[src/rtl/eth_rx_pkg.sv]
package eth_rx_pkg;

  // delimiter in arrival order, oldest bit in the MSB
  localparam logic [7:0]  SFD_PATTERN    = 8'b1010_1011;
  localparam logic [31:0] CRC_POLY_REFL  = 32'hEDB8_8320;
  // bit-reversed form of 0xC704DD7B
  localparam logic [31:0] CRC_RESIDUE    = 32'hDEBB_20E3;
  localparam int unsigned ADDR_BYTES     = 6;
  localparam int unsigned FCS_BYTES      = 4;

  typedef enum logic [1:0] {
    ST_HUNT  = 2'd0,
    ST_DATA  = 2'd1,
    ST_FLUSH = 2'd2
  } rx_state_e;

  function automatic logic [31:0] crc32_step(input logic [31:0] crc, input logic [7:0] data);
    logic [31:0] r;
    r = crc;
    for (int i = 0; i < 8; i++) begin
      if (r[0] ^ data[i]) r = (r >> 1) ^ CRC_POLY_REFL;
      else                r = r >> 1;
    end
    return r;
  endfunction

endpackage

[src/rtl/eth_rx_bit_aligner.sv]
module eth_rx_bit_aligner
  import eth_rx_pkg::*;
(
  input  logic       clk_i,
  input  logic       rst_ni,
  input  logic       hunt_i,
  input  logic       data_en_i,
  input  logic       dv_i,
  input  logic       bit_i,
  output logic       sfd_o,
  output logic       byte_vld_o,
  output logic [7:0] byte_o,
  output logic       partial_o
);

  logic [7:0] sh_q;
  logic [6:0] asm_q;
  logic [2:0] cnt_q;

  always_ff @(posedge clk_i or negedge rst_ni) begin
    if (!rst_ni) begin
      sh_q  <= '0;
      asm_q <= '0;
      cnt_q <= '0;
    end else begin
      sh_q <= (hunt_i && dv_i) ? {sh_q[6:0], bit_i} : '0;
      if (data_en_i && dv_i) begin
        asm_q <= {bit_i, asm_q[6:1]};
        cnt_q <= cnt_q + 3'd1;
      end else begin
        cnt_q <= '0;
      end
    end
  end

  assign sfd_o      = hunt_i && dv_i && ({sh_q[6:0], bit_i} == SFD_PATTERN);
  assign byte_vld_o = data_en_i && dv_i && (cnt_q == 3'd7);
  assign byte_o     = {bit_i, asm_q};
  assign partial_o  = (cnt_q != 3'd0);

  // the controller leaves the hunt state right after a delimiter
  assert_sfd_leaves_hunt_R1: assert property (@(posedge clk_i) disable iff (!rst_ni)
    sfd_o |=> !hunt_i);

endmodule

[src/rtl/eth_rx_crc_check.sv]
module eth_rx_crc_check
  import eth_rx_pkg::*;
(
  input  logic       clk_i,
  input  logic       rst_ni,
  input  logic       clr_i,
  input  logic       vld_i,
  input  logic [7:0] byte_i,
  output logic       ok_o
);

  logic [31:0] crc_q;

  always_ff @(posedge clk_i or negedge rst_ni) begin
    if (!rst_ni)    crc_q <= '1;
    else if (clr_i) crc_q <= '1;
    else if (vld_i) crc_q <= crc32_step(crc_q, byte_i);
  end

  assign ok_o = (crc_q == CRC_RESIDUE);

  // register only moves on a byte or a restart
  assert_crc_hold_R6: assert property (@(posedge clk_i) disable iff (!rst_ni)
    (!clr_i && !vld_i) |=> $stable(crc_q));

endmodule

[src/rtl/eth_rx_addr_filter.sv]
module eth_rx_addr_filter
  import eth_rx_pkg::*;
(
  input  logic        clk_i,
  input  logic        rst_ni,
  input  logic        clr_i,
  input  logic        vld_i,
  input  logic [7:0]  byte_i,
  input  logic [47:0] station_i,
  input  logic        ucast_en_i,
  input  logic        bcast_en_i,
  input  logic        promisc_i,
  output logic        full_o,
  output logic        pass_o
);

  localparam int unsigned CNT_W = $clog2(ADDR_BYTES + 1);

  logic [CNT_W-1:0]       cnt_q;
  logic [ADDR_BYTES*8-1:0] da_q;
  logic                   take;

  assign take = vld_i && (cnt_q < CNT_W'(ADDR_BYTES));

  always_ff @(posedge clk_i or negedge rst_ni) begin
    if (!rst_ni)    cnt_q <= '0;
    else if (clr_i) cnt_q <= '0;
    else if (take)  cnt_q <= cnt_q + 1'b1;
  end

  for (genvar g = 0; g < ADDR_BYTES; g++) begin : g_lane
    always_ff @(posedge clk_i or negedge rst_ni) begin
      if (!rst_ni)                                  da_q[g*8 +: 8] <= '0;
      else if (take && cnt_q == CNT_W'(g))          da_q[g*8 +: 8] <= byte_i;
    end
  end

  assign full_o = (cnt_q == CNT_W'(ADDR_BYTES));
  assign pass_o = full_o && (promisc_i
                          || (bcast_en_i && da_q == {(ADDR_BYTES*8){1'b1}})
                          || (ucast_en_i && da_q == station_i));

  // address is frozen once complete, until the next frame restarts it
  assert_da_frozen_R2: assert property (@(posedge clk_i) disable iff (!rst_ni)
    (full_o && !clr_i) |=> $stable(da_q));

endmodule

[src/rtl/eth_rx_deframer.sv]
module eth_rx_deframer
  import eth_rx_pkg::*;
#(
  parameter  int unsigned MIN_LEN   = 64,
  parameter  int unsigned MAX_LEN   = 1518,
  parameter  int unsigned BUF_DEPTH = 16,
  localparam int unsigned LEN_W     = $clog2(MAX_LEN + 1) + 1
) (
  input  logic             clk_i,
  input  logic             rst_ni,
  input  logic             rx_dv_i,
  input  logic             rx_bit_i,
  input  logic [47:0]      station_addr_i,
  input  logic             cfg_ucast_en_i,
  input  logic             cfg_bcast_en_i,
  input  logic             cfg_promisc_i,
  input  logic             cfg_keep_fcs_i,
  output logic             out_valid_o,
  output logic [7:0]       out_data_o,
  output logic             out_sof_o,
  output logic             out_eof_o,
  output logic             stat_valid_o,
  output logic [LEN_W-1:0] stat_len_o,
  output logic             stat_crc_err_o,
  output logic             stat_runt_o,
  output logic             stat_long_o,
  output logic             stat_align_o,
  output logic             stat_accept_o
);

  localparam int unsigned PTR_W = $clog2(BUF_DEPTH);
  localparam logic [LEN_W-1:0] MIN_L = LEN_W'(MIN_LEN);
  localparam logic [LEN_W-1:0] MAX_L = LEN_W'(MAX_LEN);
  localparam logic [PTR_W:0]   STRIP_N = (PTR_W+1)'(FCS_BYTES);
  localparam logic [PTR_W:0]   DEPTH_N = (PTR_W+1)'(BUF_DEPTH);

  rx_state_e        st_q;
  logic [LEN_W-1:0] len_q;
  logic             dec_q, acc_q, keep_q, first_q, align_q;
  logic [PTR_W:0]   wr_q, rd_q, occ, strip;
  logic [7:0]       mem_q [BUF_DEPTH];

  logic       sfd, byte_vld, partial, crc_ok, filt_full, filt_pass;
  logic [7:0] rx_byte;
  logic       hunt, in_data, frame_end, acc_eff, wr_en, emit, last, reject_end, stat_fire;

  assign hunt    = (st_q == ST_HUNT);
  assign in_data = (st_q == ST_DATA);

  eth_rx_bit_aligner i_align (
    .clk_i      (clk_i),
    .rst_ni     (rst_ni),
    .hunt_i     (hunt),
    .data_en_i  (in_data),
    .dv_i       (rx_dv_i),
    .bit_i      (rx_bit_i),
    .sfd_o      (sfd),
    .byte_vld_o (byte_vld),
    .byte_o     (rx_byte),
    .partial_o  (partial)
  );

  eth_rx_crc_check i_crc (
    .clk_i  (clk_i),
    .rst_ni (rst_ni),
    .clr_i  (sfd),
    .vld_i  (byte_vld),
    .byte_i (rx_byte),
    .ok_o   (crc_ok)
  );

  eth_rx_addr_filter i_filt (
    .clk_i      (clk_i),
    .rst_ni     (rst_ni),
    .clr_i      (sfd),
    .vld_i      (byte_vld),
    .byte_i     (rx_byte),
    .station_i  (station_addr_i),
    .ucast_en_i (cfg_ucast_en_i),
    .bcast_en_i (cfg_bcast_en_i),
    .promisc_i  (cfg_promisc_i),
    .full_o     (filt_full),
    .pass_o     (filt_pass)
  );

  // withheld tail: check bytes when stripping, plus one byte to carry the end marker
  assign occ        = wr_q - rd_q;
  assign strip      = keep_q ? '0 : STRIP_N;
  assign acc_eff    = dec_q ? acc_q : filt_pass;
  assign frame_end  = in_data && !rx_dv_i;
  assign wr_en      = byte_vld && (!dec_q || acc_q);
  assign last       = (st_q == ST_FLUSH) && (occ == strip + 1'b1);
  assign emit       = (in_data && acc_eff && (occ > strip + 1'b1))
                   || ((st_q == ST_FLUSH) && (occ > strip));
  assign reject_end = frame_end && !acc_eff;
  assign stat_fire  = reject_end || last;

  always_ff @(posedge clk_i) begin
    if (wr_en) mem_q[wr_q[PTR_W-1:0]] <= rx_byte;
  end

  always_ff @(posedge clk_i or negedge rst_ni) begin
    if (!rst_ni) begin
      st_q    <= ST_HUNT;
      len_q   <= '0;
      dec_q   <= 1'b0;
      acc_q   <= 1'b0;
      keep_q  <= 1'b0;
      first_q <= 1'b0;
      align_q <= 1'b0;
      wr_q    <= '0;
      rd_q    <= '0;
    end else begin
      if (emit) begin
        rd_q    <= rd_q + 1'b1;
        first_q <= 1'b0;
      end
      unique case (st_q)
        ST_HUNT: if (sfd) begin
          st_q    <= ST_DATA;
          len_q   <= '0;
          dec_q   <= 1'b0;
          acc_q   <= 1'b0;
          keep_q  <= cfg_keep_fcs_i;
          first_q <= 1'b1;
          wr_q    <= '0;
          rd_q    <= '0;
        end
        ST_DATA: begin
          if (byte_vld && len_q != '1) len_q <= len_q + 1'b1;
          if (!dec_q && filt_full) begin
            dec_q <= 1'b1;
            acc_q <= filt_pass;
          end
          if (wr_en) wr_q <= wr_q + 1'b1;
          if (frame_end) begin
            st_q    <= acc_eff ? ST_FLUSH : ST_HUNT;
            align_q <= partial;
          end
        end
        ST_FLUSH: if (last) st_q <= ST_HUNT;
        default:  st_q <= ST_HUNT;
      endcase
    end
  end

  always_ff @(posedge clk_i or negedge rst_ni) begin
    if (!rst_ni) begin
      out_valid_o    <= 1'b0;
      out_data_o     <= '0;
      out_sof_o      <= 1'b0;
      out_eof_o      <= 1'b0;
      stat_valid_o   <= 1'b0;
      stat_len_o     <= '0;
      stat_crc_err_o <= 1'b0;
      stat_runt_o    <= 1'b0;
      stat_long_o    <= 1'b0;
      stat_align_o   <= 1'b0;
      stat_accept_o  <= 1'b0;
    end else begin
      out_valid_o  <= emit;
      out_sof_o    <= emit && first_q;
      out_eof_o    <= last;
      if (emit) out_data_o <= mem_q[rd_q[PTR_W-1:0]];
      stat_valid_o <= stat_fire;
      if (stat_fire) begin
        stat_len_o     <= len_q;
        stat_crc_err_o <= !crc_ok;
        stat_runt_o    <= (len_q < MIN_L);
        stat_long_o    <= (len_q > MAX_L);
        stat_align_o   <= in_data ? partial : align_q;
        stat_accept_o  <= !reject_end;
      end
    end
  end

  assert_sof_valid_R4: assert property (@(posedge clk_i) disable iff (!rst_ni)
    out_sof_o |-> out_valid_o);

  assert_eof_valid_R4: assert property (@(posedge clk_i) disable iff (!rst_ni)
    out_eof_o |-> out_valid_o);

  assert_no_overflow_R4: assert property (@(posedge clk_i) disable iff (!rst_ni)
    occ <= DEPTH_N);

  assert_reject_quiet_R3: assert property (@(posedge clk_i) disable iff (!rst_ni)
    (in_data && dec_q && !acc_q) |-> !out_valid_o);

  assert_stat_pulse_R9: assert property (@(posedge clk_i) disable iff (!rst_ni)
    stat_valid_o |=> !stat_valid_o);

  assert_stat_with_eof_R9: assert property (@(posedge clk_i) disable iff (!rst_ni)
    (stat_valid_o && stat_accept_o) |-> out_eof_o);

endmodule

[config.mk]
export PLATFORM = sky130hd
export DESIGN_NAME = eth_rx_deframer
export DESIGN_NICKNAME = d
export VERILOG_FILES = /design/src/rtl/eth_rx_pkg.sv /design/src/rtl/eth_rx_bit_aligner.sv /design/src/rtl/eth_rx_crc_check.sv /design/src/rtl/eth_rx_addr_filter.sv /design/src/rtl/eth_rx_deframer.sv
export SDC_FILE = /design/constraint.sdc
export NUM_CORES = 1
export LEC_CHECK = 0
export BUFFER_PORTS_ARGS = -buffer_cell sky130_fd_sc_hd__buf_2
export CORE_MARGIN = 4
export CORE_UTILIZATION = 44
export CTS_BUF_LIST = sky130_fd_sc_hd__clkbuf_4 sky130_fd_sc_hd__clkbuf_8
export CTS_CLUSTER_DIAMETER = 100
export DETAILED_ROUTE_END_ITERATION = 10
export SYNTH_ARGS = -nofsm -noshare
export SYNTH_HDL_FRONTEND = slang
export SYNTH_SLANG_ARGS = --single-unit
[constraint.sdc]
create_clock -name clk_i -period 8.1 [get_ports clk_i]
set_input_delay 0.81 -clock clk_i [delete_from_list [all_inputs] [get_ports clk_i]]
set_output_delay 0.81 -clock clk_i [all_outputs]
set_load 0.02 [all_outputs]
# ---- Word-level counts from Yosys, hierarchy flattened
# Memory sizes are Yosys's and may differ from the RTL's. A register that Yosys moved wholly into a read port is not among the register bits.
# Index checks and enable logic that the tools add are counted.
dict set report totals {
  reg_bits 150
  ram_bits 128
  input_bits 56
  out_inout_bits 29
  mem_count 1
}
dict set report op_classes {
  add_sub_neg 7
  order_cmp 5
  n_eq_ne 21
  mux 55
  bitwise_logic 16
  reduce_logical 47
}
# name depth word_bits rd rd_clocked_by_memory_dff write_ports line_no
set mem_list {}
lappend mem_list {mem_q 16 8 1 1 1 eth_rx_deframer.sv:41} ;# logic [7:0] mem_q [BUF_DEPTH];
# operator n
set op_table {}
lappend op_table {{2-to-1 mux 32 bit} 24}
lappend op_table {{NOT 13 -> 14 bit} 8}
lappend op_table {{== test 48 bit} 1}
lappend op_table {{== test 48 bit (second input constant)} 1}
lappend op_table {{== test 32 bit (second input constant)} 1}
lappend op_table {{2-to-1 mux 5 bit} 5}
lappend op_table {{logical AND 1 bit} 24}
lappend op_table {{2-to-1 mux 12 bit} 2}
lappend op_table {{one-hot mux 12 bit (2 select lines)} 1}
lappend op_table {{adder 12 x 1 -> 12 bit (second input constant)} 1}
lappend op_table {{== test 3 bit (second input constant)} 4}
lappend op_table {{> comparator 12 x 11 -> 1 bit (second input constant)} 1}
lappend op_table {{less-than comparator 12 x 7 -> 1 bit (second input constant)} 1}
lappend op_table {{2-to-1 mux 3 bit} 4}
lappend op_table {{inequality test 12 bit (second input constant)} 1}
lappend op_table {{inequality test 2 bit (second input constant)} 6}
lappend op_table {{AND reduction 3 bit} 4}
lappend op_table {{adder 5 x 1 -> 5 bit (second input constant)} 2}
lappend op_table {{2-to-1 mux 1 bit} 10}
lappend op_table {{one-hot mux 5 bit (2 select lines)} 1}
lappend op_table {{== test 8 bit (second input constant)} 1}
lappend op_table {{2-to-1 mux 2 bit} 4}
lappend op_table {{XOR 1 bit} 8}
lappend op_table {{2-to-1 mux 7 bit} 1}
lappend op_table {{20 further kinds} 35}

# ---- Logic depth before layout (Yosys ltp)
# Gate-level depths: netlist of run 1.
dict set report logic_depth {
  word_depth 33
  depth_mapped 15
}

# ---- By module
# A second synthesis of run 1 with hierarchy kept.
dict set report hier_totals {
  cells_unflattened 907
  hier_area_um2 13523.0
}
# mod n_inst cells_each area_per_inst_um2
set by_module_without_submodules {}
lappend by_module_without_submodules {eth_rx_deframer 1 455 7780.0}
lappend by_module_without_submodules {eth_rx_addr_filter 1 221 2693.8}
lappend by_module_without_submodules {eth_rx_crc_check 1 184 2367.3}
lappend by_module_without_submodules {eth_rx_bit_aligner 1 47 681.9}

# ---- Worst setup path before layout of run 1
# OpenSTA, ideal clock, no wires.
dict set report synth_path {
  path_kind {register to register}
  from {reg rd_q[1]}
  to {reg out_data_o[3] (read register of mem_q)}
  arrival_time_ps 3370
  setup_slack_ps 4605
  stages_incl_launch_ff 15
  n_path_buf 3
  cell_sequence {dfrtp_1 > clkbuf_1 > clkbuf_1 > inv_1 > fa_1 > xor2_1 > inv_1 > ha_1 > a31oi_1 > nor3_1 > a221o_1 > nand3_1 > o21ai_2 > buf_6 > mux2_4}
}
dict set report synth_via {
  elab_chain_cells 4
}
# element line_no
set synth_rtl {}
lappend synth_rtl {{start, declared} eth_rx_deframer.sv:40} ;# logic [PTR_W:0] wr_q, rd_q, occ, strip;
lappend synth_rtl {{start signal, assigned} eth_rx_deframer.sv:115} ;# rd_q <= rd_q + 1'b1;
lappend synth_rtl {{subtractor 5 bit} eth_rx_deframer.sv:87} ;# assign occ = wr_q - rd_q;
lappend synth_rtl {{> comparator 5 x 4 -> 1 bit or > comparator 5 x 3 -> 1 bit (tied branches)} {eth_rx_deframer.sv:93, eth_rx_deframer.sv:94}}
lappend synth_rtl {{logical AND 1 bit, on equally long branches} {eth_rx_deframer.sv:93, eth_rx_deframer.sv:94}}
lappend synth_rtl {{logical OR 1 bit} eth_rx_deframer.sv:94} ;# || ((st_q == ST_FLUSH) && (occ > strip));
lappend synth_rtl {{end, declared} eth_rx_deframer.sv:19} ;# output logic [7:0] out_data_o,
# Several ways; a longest one is shown, not always the timed one.
# A chain may end at the register's enable or synchronous reset.

# ---- Worst setup path in the final report of run 1
dict set report layout_path {
  from {reg rd_q[0]}
  to {reg out_data_o[1] (read register of mem_q)}
}
# Same word-level chain as after synthesis.

==> results.yml, run 1 <==
run_status:
  run_status: "finished, final reports clean"
cts:
  postCtsHoldBufs: 0
  cts-root-buf: "clkbuf_8"
  h-tree-depth: 2
  cts_setup_buffers: 0
  cts_resized: 0
  ctsLongestPathBuffers: 3
  cts_buffers: 47
  insertion_delay_ns: 0.55
  cts.clk_slew.worst_paths_ns: 0.07
  cts_sinks: 286
  cts_tree: "done"
cells_and_area:
  area_growth_pct: 14.16
  drive_gt1_frac: 0.3296
  antennaDiodeCount: 0
  final_area_um2: 14980
  fill_cells: 2468
  nets: 1098
power:
  power_density_nw_per_um2: 192.9
  vdd_ir_drop_max_v: 0.0001186
  p_leak_nw: 6.335
drt:
  wl_per_cell_um: 19.64
  wl_met3_mm: 1.285
  drc: 0
  via_per_inst: 5.287
  drt-initial-drc-count: 421
  drtPass1Iterations: 5
  routed.top_layer: "met4"
  wirelength_mm: 28.35
  ant_nets: 0
  vias: 7629
  wl_met2_mm: 12.96
  m1WireLength_mm: 13.76
synthesis:
  yosysSeqAreaShare: 0.5973
  synth_area_um2: 13120
  ys_ff_latch: 286
  avgSynthCellArea_um2: 14.39
  synth_cells: 912
  synth_cell_types: 66
  ys_async_sr_fraction: 0.5524
  synth_top_area_share: 0.2929
  synthFlopType: "edfxtp_1"
  synth_area_leaders: "edfxtp_1 (29%), dfrtp_1 (24%), mux4_2 (6.9%)"
  synthesis.nets: 989
  yosysWarnings: 0
  yosysTopAreaCell: "edfxtp_1"
  synth-edff-count: 128
timing:
  min_period_ns: 4.040
  max_clock_freq_mhz: 247.5
  maxSlewViolCount: 0
  final-setup-viol-count: 0
  relSlewSlack: 0.3217
  rsz0062_at_grt: "false"
  setup_tns_ns: 0
  hold_viol_final: 0
  tightest_slew_ns: 1.017
  period_share: 0.4987
  clock_skew_ns: 0.01281
die:
  start_util: 0.4511
  fp.dieH_um: 180.7
  die_w_um: 180.7
  fp-row-count: 62
  core_um2: 29090
  die_area_um2: 32650
  io_pins: 85
placed_design:
  hpwl_mm: 18.50
  gp_congestion: 0.8668
  place_area_um2: 13970
  portBuffers: 84
worst_setup_path:
  path_class: "flop to flop"
  required_ns: 8.53
  arrival_ns: 4.47
  critPathMaxFanout: 37
  worst_setup_path_end_kind: "flop"
  crit_path_start_kind: "flop"
global_route:
  grt_pass1_wl_mm: 45.72
  grt.total_usage: 0.1748
  grt_overflow: 0
  antenna_found_initial: 0
  grt_pass1_vias: 8029
  grt_max_degree: 100
min_path:
  hold_path_class: "primary input to async pin"
run:
  max-cap-violations: 0
-- worst max-delay path, stage by stage, from the launching register on --
cell     delay [ns]
dfrtp_2        0.34
buf_4          0.54
ha_1           0.28
inv_1          0.05
fa_1           0.41
xor2_1         0.22
inv_1          0.07
ha_1           0.31
a31oi_1        0.10
nor3_1         0.19
a221o_1        0.22
o31ai_2        0.11
o21ai_2        0.63
mux2_2         0.42
-- cells in the mapped netlist (all sizes together) (21+ instances only) --
master	instances
mux4	40
nor3	32
edfxtp	128
mux2	78
xnor2	97
a21oi	31
xor2	34
nor2	39
dfrtp	126
buf	21
inv	26
nand2	41
nand4	28
dfstp	32
-- placed cells by master, fill, tap and decap left out, types with 32 or more instances in the layout --
master      n
edfxtp_1  128
nor2_1     39
buf_2      83
xor2_1     33
nor3_1     32
dfrtp_1   125
nand2_1    41
mux2_2     58
clkbuf_8   59
mux4_2     40
dfstp_2    32
xnor2_1    89
-- cells by family (layout without fill, tap and decap cells) --
family,count (synthesis),count (layout),synth area share
DFF,286,286,0.5973
and+or+nand+nor,204,204,0.08276
xor gates and xnor gates,131,131,0.09430
muxes,124,124,0.1439
AOI/OAI and AO/OA,82,82,0.04071
buffers and inverters,64,211,0.02050
adders and majority gates,21,21,0.02060
-- power by group --
group	total [mW]	internal [mW]	switching [mW]
clock	1.32	0.759	0.563
combinational	0.0572	0.0229	0.0343
sequential	1.51	1.51	0.000493
total	2.89	2.29	0.598
-- sequential cells by signal (all words and copies together) (netlist names), 2 cells and up --
name	cells
i_align.asm_q	7
i_align.cnt_q	3
i_align.sh_q	7
i_crc.crc_q	32
i_filt.cnt_q	3
i_filt.da_q	48
len_q	12
mem_q	128
out_data_o	8
rd_q	5
st_q	2
stat_len_o	12
wr_q	5
-- metal layers --
metal / vias to the layer above / track usage
met1: 3831 / 0.2622
met2: 199 / 0.2705
met3: 26 / 0.02976
met4: 0 / 0.03811
met5: - / 0
li1: 3573 / -
-- per-stage QoR --
stage | std cells | hold slack, ns | util | setup WS, ns | total power, mW
after floorplan | 912 | 0.4322 | - | 4.605 | 1.559
after global placement | 1356 | 0.4530 | 0.4801 | 4.066 | 1.597
after detailed placement | 1356 | 0.4605 | 0.4801 | 3.986 | 1.597
after CTS | 1443 | 0.3885 | 0.5150 | 3.967 | 2.927
after global routing | 1443 | 0.4289 | 0.5150 | 3.662 | 3.005
final | 1443 | 0.3710 | 0.5150 | 4.060 | 2.890
-- path summary, 6_finish.rpt --
check,start,endpoint,slack (ns),depth (start not counted)
max in group asynchronous,rst_ni,i_filt.da_q[20],6.42,2
min in group clk_i,i_align.sh_q[3],i_align.sh_q[4],0.47,1
worst max register to register,rd_q[0],out_data_o[1],4.06,13
worst min register to register,i_align.sh_q[3],i_align.sh_q[4],0.47,1
worst max-delay path,rd_q[0],out_data_o[1],4.06,13
worst min-delay path,rst_ni,i_align.asm_q[6],0.37,1
-- layout make-up --
type | instances | area (um2) | share of cell area
clock inverter | 6 | 37.54 | 0.002506
multi-input combinational | 562 | 5017 | 0.3349
clock buffer | 81 | 977.2 | 0.06523
sequential | 286 | 7839 | 0.5233
tap | 384 | 480.5 | 0.03207
inverter | 26 | 97.59 | 0.006515
timing repair buffer | 98 | 531.8 | 0.03550
No activity file was read; power rests on OpenSTA's default activity.
==> run 2, diff against run 1 <==
- ABC_AREA: unset -> 1
- clock period: 8.1 -> 4.1 ns (I/O delays scaled with it)
==> run 2 against run 1 <==
Against the previous run:
- clock-buffer cell count decreased by 16
- clock skew decreased by 0.0031 ns
- clock power increased by 110%
- die area increased by 3.3%
- synthesized cell count increased by 59%
- final area increased by 3.8%
- utilization decreased by 0.54 points
- combinational power increased to 32 times the previous value
- final cell count increased by 39%
- register-to-register slack got worse by 3.2 ns
- sequential share of layout area decreased by 1.9 points
- critical endpoint is now stat_align_o
- largest cell class unchanged
==> results.yml, run 2 <==
run_status:
  run_status: "finished, final reports clean"
synthesis:
  synth-edff-count: 128
  synth_cells: 1452
  ys_ff_latch: 286
  yosysWarnings: 0
  synth_cell_types: 40
  yosysSeqAreaShare: 0.5772
  synth_area_um2: 13580
  ys_top_cells_by_count: "nand2_1 (319), nor2_1 (187), inv_1 (161)"
  synthFlopType: "edfxtp_1"
  avgSynthCellArea_um2: 9.351
  ys_async_sr_fraction: 0.5524
  synth_area_leaders: "edfxtp_1 (28%), dfrtp_1 (23%), nand2_1 (8.8%)"
  yosysTopAreaCell: "edfxtp_1"
  synthesis.nets: 1529
  synth_top_area_share: 0.2831
  yosys.cell_count.top_type: "nand2_1"
placed_design:
  portBuffers: 84
  place_inst: 1906
  gp_congestion: 0.8761
  hpwl_mm: 22.30
drt:
  drtPass1Iterations: 5
  vias: 10130
  via_per_inst: 5.066
  ant_nets: 0
  drc: 0
  wirelength_mm: 33.35
  drt-initial-drc-count: 679
  wl_per_cell_um: 16.68
timing:
  clock_skew_ns: 0.009727
  relSlewSlack: 0.4332
  min_period_ns: 3.210
  setup_tns_ns: 0
  hold_viol_final: 0
  maxSlewViolCount: 0
  max_clock_freq_mhz: 311.5
  period_share: 0.7830
  rsz0062_at_grt: "false"
  hold_slack_ns: 0.08158
  final-setup-viol-count: 0
  tightest_slew_ns: 0.8470
cells_and_area:
  nets: 1639
  fill_cells: 2871
  area_growth_pct: 14.50
  layout_commonest_cell: "nand2_1"
  final_cell_mix: "nand2_1 (319), nor2_1 (187), inv_1 (161)"
  antennaDiodeCount: 0
  drive_gt1_frac: 0.1522
  largest_reg_flops: 128
  final_util: 0.5096
  final_cells: 1999
die:
  fp.dieH_um: 183.7
  die_area_um2: 33730
  core_um2: 30510
  start_util: 0.4450
  io_pins: 85
  fp-row-count: 64
  die_w_um: 183.7
cts:
  cts_resized: 0
  cts_sinks: 286
  cts_buffers: 49
  cts.clk_slew.worst_paths_ns: 0.06
  ctsLongestPathBuffers: 3
  cts_setup_buffers: 0
  h-tree-depth: 2
  cts-root-buf: "clkbuf_8"
  insertion_delay_ns: 0.56
  postCtsHoldBufs: 1
  cts_tree: "done"
worst_setup_path:
  ff2ff_setup_slack_ns: 0.89
  arrival_ns: 3.69
  worst_setup_path_end_kind: "flop"
  required_ns: 4.58
  crit_path_start_kind: "flop"
  path_class: "flop to flop"
  critPathMaxFanout: 16
global_route:
  grt_max_degree: 97
  grt_pass1_wl_mm: 54.28
  grt_pass1_vias: 10030
  grt.total_usage: 0.2014
  antenna_found_initial: 0
  grt_overflow: 0
power:
  vdd_ir_drop_max_v: 0.0002566
  p_leak_nw: 6.714
  power.total_mw: 7.740
  power_density_nw_per_um2: 497.9
run:
  max-cap-violations: 0
min_path:
  hold_path_class: "primary input to flop"
==> run 2: changes by cell type after synthesis, moves of 27 or more <==
cell / previous run / this run
inv_1: 25 / 161
o21ai_1: 3 / 30
mux4_2: 40 / 0
nand2_1: 41 / 319
o21ai_0: 14 / 128
xnor2_1: 89 / 23
mux2_2: 58 / 0
nor2_1: 39 / 187
o22ai_1: 1 / 30
==> run 2: cell type report <==
type / instances / area (um2) / share of cell area
Inverter: 175 / 656.9 / 0.04225
Sequential cell: 286 / 7839 / 0.5042
Clock inverter: 27 / 234.0 / 0.01505
Clock buffer: 65 / 819.5 / 0.05272
Multi-Input combinational cell: 947 / 4917 / 0.3163
Timing Repair Buffer: 103 / 584.3 / 0.03759
Tap cell: 396 / 495.5 / 0.03187
==> run 2: cell families (layout without fill, tap and decap cells) <==
group | after synthesis | in the layout | synth area share
AO/OA/AOI/OAI | 265 | 265 | 0.1106
XOR/XNOR | 82 | 82 | 0.06119
adder cells (fa/ha/maj) | 21 | 21 | 0.01990
buffers and inverters | 219 | 370 | 0.06063
flip-flops | 286 | 286 | 0.5772
AND/OR/NAND/NOR | 579 | 579 | 0.1705
==> run 2: path summary, 6_finish.rpt <==
kind / cells past startpoint / to / start
setup / recovery: 16 / stat_align_o / wr_q[0]
hold / removal: 3 / keep_q / cfg_keep_fcs_i
setup reg to reg: 16 / stat_align_o / wr_q[0]
hold reg to reg: 1 / i_align.cnt_q[0] / i_align.cnt_q[0]
max in group asynchronous: 3 / i_crc.crc_q[4] / rst_ni
min in group asynchronous: 2 / out_data_o[2] / rst_ni
==> run 2: stage by stage <==
stage / instance area (um2) / setup slack, ns
after floorplan: 13580 / 1.346
after CTS: 15550 / 0.8906
after global placement: 14480 / 1.028
after detailed placement: 14480 / 0.8999
final: 15550 / 0.8899
after global routing: 15550 / 0.5487
==> run 2: critical path, cell delays in order, from the launching register on <==
cell and delay (ns):
dfrtp_1 0.43, inv_1 0.13, ha_1 0.16, inv_1 0.06, fa_1 0.40, xor2_1 0.22
inv_1 0.07, ha_1 0.32, nand2_1 0.06, nor2_1 0.12, nand2_1 0.08, nor2_1 0.16
inv_1 0.09, nand2_1 0.37, buf_4 0.28, nor2_1 0.06, a21oi_1 0.12
==> run 2: power breakdown <==
| group | switching (mW) | internal (mW) | leakage (nW) |
|---|---|---|---|
| combinational | 1.24 | 0.580 | 3.13 |
| clock | 1.18 | 1.57 | 0.556 |
| sequential | 0.0804 | 3.10 | 3.02 |
==> run 2: per-layer routing <==
metal	share of wire	track usage	vias up
met5	0	0	-
met4	0.022	0.05572	0
met3	0.054	0.03245	61
met2	0.46	0.3149	261
met1	0.47	0.2938	4792
li1	-	-	5012
==> run 3, diff against run 2 <==
- clock period: 4.1 -> 2.6 ns (I/O delays scaled with it)
==> run 3 against run 2 <==
Against the previous run:
- worst hold slack improved by 0.15 ns
- first-iteration DRC count increased by 11%
- critical path depth unchanged
- power increased by 59%
- utilization increased by 1.7 points
- die area unchanged
- non-clock buffer count increased by 50
- largest cell class unchanged
- highest routed layer unchanged
==> results.yml, run 3 (synthesized netlist as in run 2, its figures left out) <==
cells_and_area:
  regArea_um2: 7839
  largest_reg_flops: 128
  final_cells: 2046
  final_cell_mix: "nand2_1 (312), nor2_1 (185), inv_1 (156)"
  nets: 1689
  drive_gt1_frac: 0.1873
  area_growth_pct: 18.21
  layout_commonest_cell: "nand2_1"
  antennaDiodeCount: 0
  multi_input_area_um2: 4994
  fill_cells: 2804
placed_design:
  hpwl_mm: 23.10
  gp_congestion: 0.8882
  place_inst: 1946
  portBuffers: 84
global_route:
  grt_pass1_vias: 10270
  grt_overflow: 0
  antenna_found_initial: 0
  grt_max_degree: 68
  grt_pass1_wl_mm: 54.74
  grt.total_usage: 0.2039
worst_setup_path:
  critPathMaxFanout: 7
  path_class: "flop to flop"
  cp_slowest_cell: "dfrtp_1"
  crit_path_start_kind: "flop"
  required_ns: 3.09
  max_stage_delay_ns: 0.38
  arrival_ns: 3.03
  path_common_cell: "inv_2"
  worstPathCellList: "inv_2, ha_4, inv_4, fa_2, xor2_2, inv_2, ha_4, nand2_1, nor2_2, nand2_1, nor2_2, inv_2, nand2_4, clkbuf_16, nor2_1, a21oi_1"
  worst_setup_path_end_kind: "flop"
  ff2ff_setup_slack_ns: 0.06
timing:
  final-setup-viol-count: 0
  rsz0062_at_grt: "true"
  setup_tns_ns: 0
  period_share: 0.9769
  hold_viol_final: 0
  clock_skew_ns: 0.02975
  max_clock_freq_mhz: 393.7
  tightest_slew_ns: 0.6663
  relSlewSlack: 0.5558
  maxSlewViolCount: 0
  min_period_ns: 2.540
power:
  power_density_nw_per_um2: 768.2
  pwr-share-clk: 0.332
  internal_power_mw: 8.296
  p_comb_frac: 0.263
  vdd_ir_drop_max_v: 0.0004610
  seqPwrFrac: 0.405
  switchingPower_mw: 4.034
  p_leak_nw: 6.968
  p_sw_frac: 0.3272
cts:
  cts_tree: "done"
  cts_sinks: 286
  cts_buffers: 49
  h-tree-depth: 2
  cts.clk_slew.worst_paths_ns: 0.06
  insertion_delay_ns: 0.58
  ctsLongestPathBuffers: 3
  cts-root-buf: "clkbuf_8"
drt:
  drc: 0
  drt-initial-drc-count: 755
  wl_per_cell_um: 16.86
  vias: 10430
  ant_nets: 0
  drtPass1Iterations: 5
  wirelength_mm: 34.50
  via_per_inst: 5.097
min_path:
  hold_path_class: "primary input to async pin"
run:
  max-cap-violations: 0
die:
  die_w_um: 183.7
  die_area_um2: 33730
  core_um2: 30510
  io_pins: 85
  fp.dieH_um: 183.7
  fp-row-count: 64
  start_util: 0.4450
run_status:
  run_status: "finished, final reports clean"
-- run 3: layout make-up --
cell class              instances  area share
well taps                     396     0.03087
flip-flops and latches        286      0.4884
clock inverters                17    0.007328
multi-input cells             947      0.3111
inverters                     175     0.04139
repair buffers                153     0.06618
clock buffers                  72     0.05472
-- run 3: what timing repair did --
| action | CTS | global route |
|---|---|---|
| gates resized for setup | 4 | 23 |
| pin swaps | 1 | 9 |
| hold endpoints to repair | 46 | 0 |
| gates cloned | 0 | 4 |
| setup buffers | 0 | 4 |
| hold buffers | 3 | 0 |
| setup endpoints to repair | 29 | 42 |
-- run 3: power by group through the flow --
| stage | clock network, mW | registers [mW] | logic, mW |
|---|---|---|---|
| after floorplan | 0 | 5.20 | 1.83 |
| after global placement | 0 | 5.07 | 2.99 |
| after detailed placement | 0 | 5.07 | 3.05 |
| after CTS | 4.21 | 4.98 | 3.08 |
| after global routing | 4.42 | 5.00 | 3.59 |
| final | 4.10 | 4.99 | 3.25 |
-- run 3: per-stage QoR --
stage | total power, mW | hold WS [ns] | instance area (um2) | worst slack [ns] | util
after floorplan | 7.029 | -0.03559 | 13590 | 0.005277 | -
after global placement | 8.057 | 0.3081 | 14820 | 0.05636 | 0.4859
after detailed placement | 8.112 | 0.3053 | 14820 | -0.1038 | 0.4859
after CTS | 12.27 | 0.1898 | 15860 | 0.007092 | 0.5199
after global routing | 13.01 | 0.2023 | 16050 | -0.1132 | 0.5261
final | 12.33 | 0.2330 | 16050 | 0.05994 | 0.5261
-- run 3: per-layer routing --
metal	vias up	global-route usage	routed length (um)
met4	0	0.07151	1015
met1	4969	0.2893	16010
met2	274	0.3211	15750
met5	-	0	0
met3	73	0.03186	1718
li1	5113	-	-
-- run 3: worst paths after layout --
| check | startpoint | to | depth (start not counted) |
|---|---|---|---|
| worst max-delay path | wr_q[0] | stat_len_o[7] | 16 |
| worst max register to register | wr_q[0] | stat_len_o[7] | 16 |
| worst min register to register | i_align.cnt_q[0] | i_align.cnt_q[0] | 1 |
| max in group asynchronous | rst_ni | i_crc.crc_q[13] | 3 |
| worst min-delay path | rst_ni | rd_q[0] | 2 |
| min in group clk_i | rx_bit_i | mem_q[3][7] | 2 |
-- run 3: critical path: cells and delay by family (launching register included) --
family	cells	cell delay, ns
compound gates	1	0.10
flops	1	0.38
buf+inv	5	0.42
simple gates	6	0.56
xor+xnor	1	0.18
fa+ha+maj	3	0.77
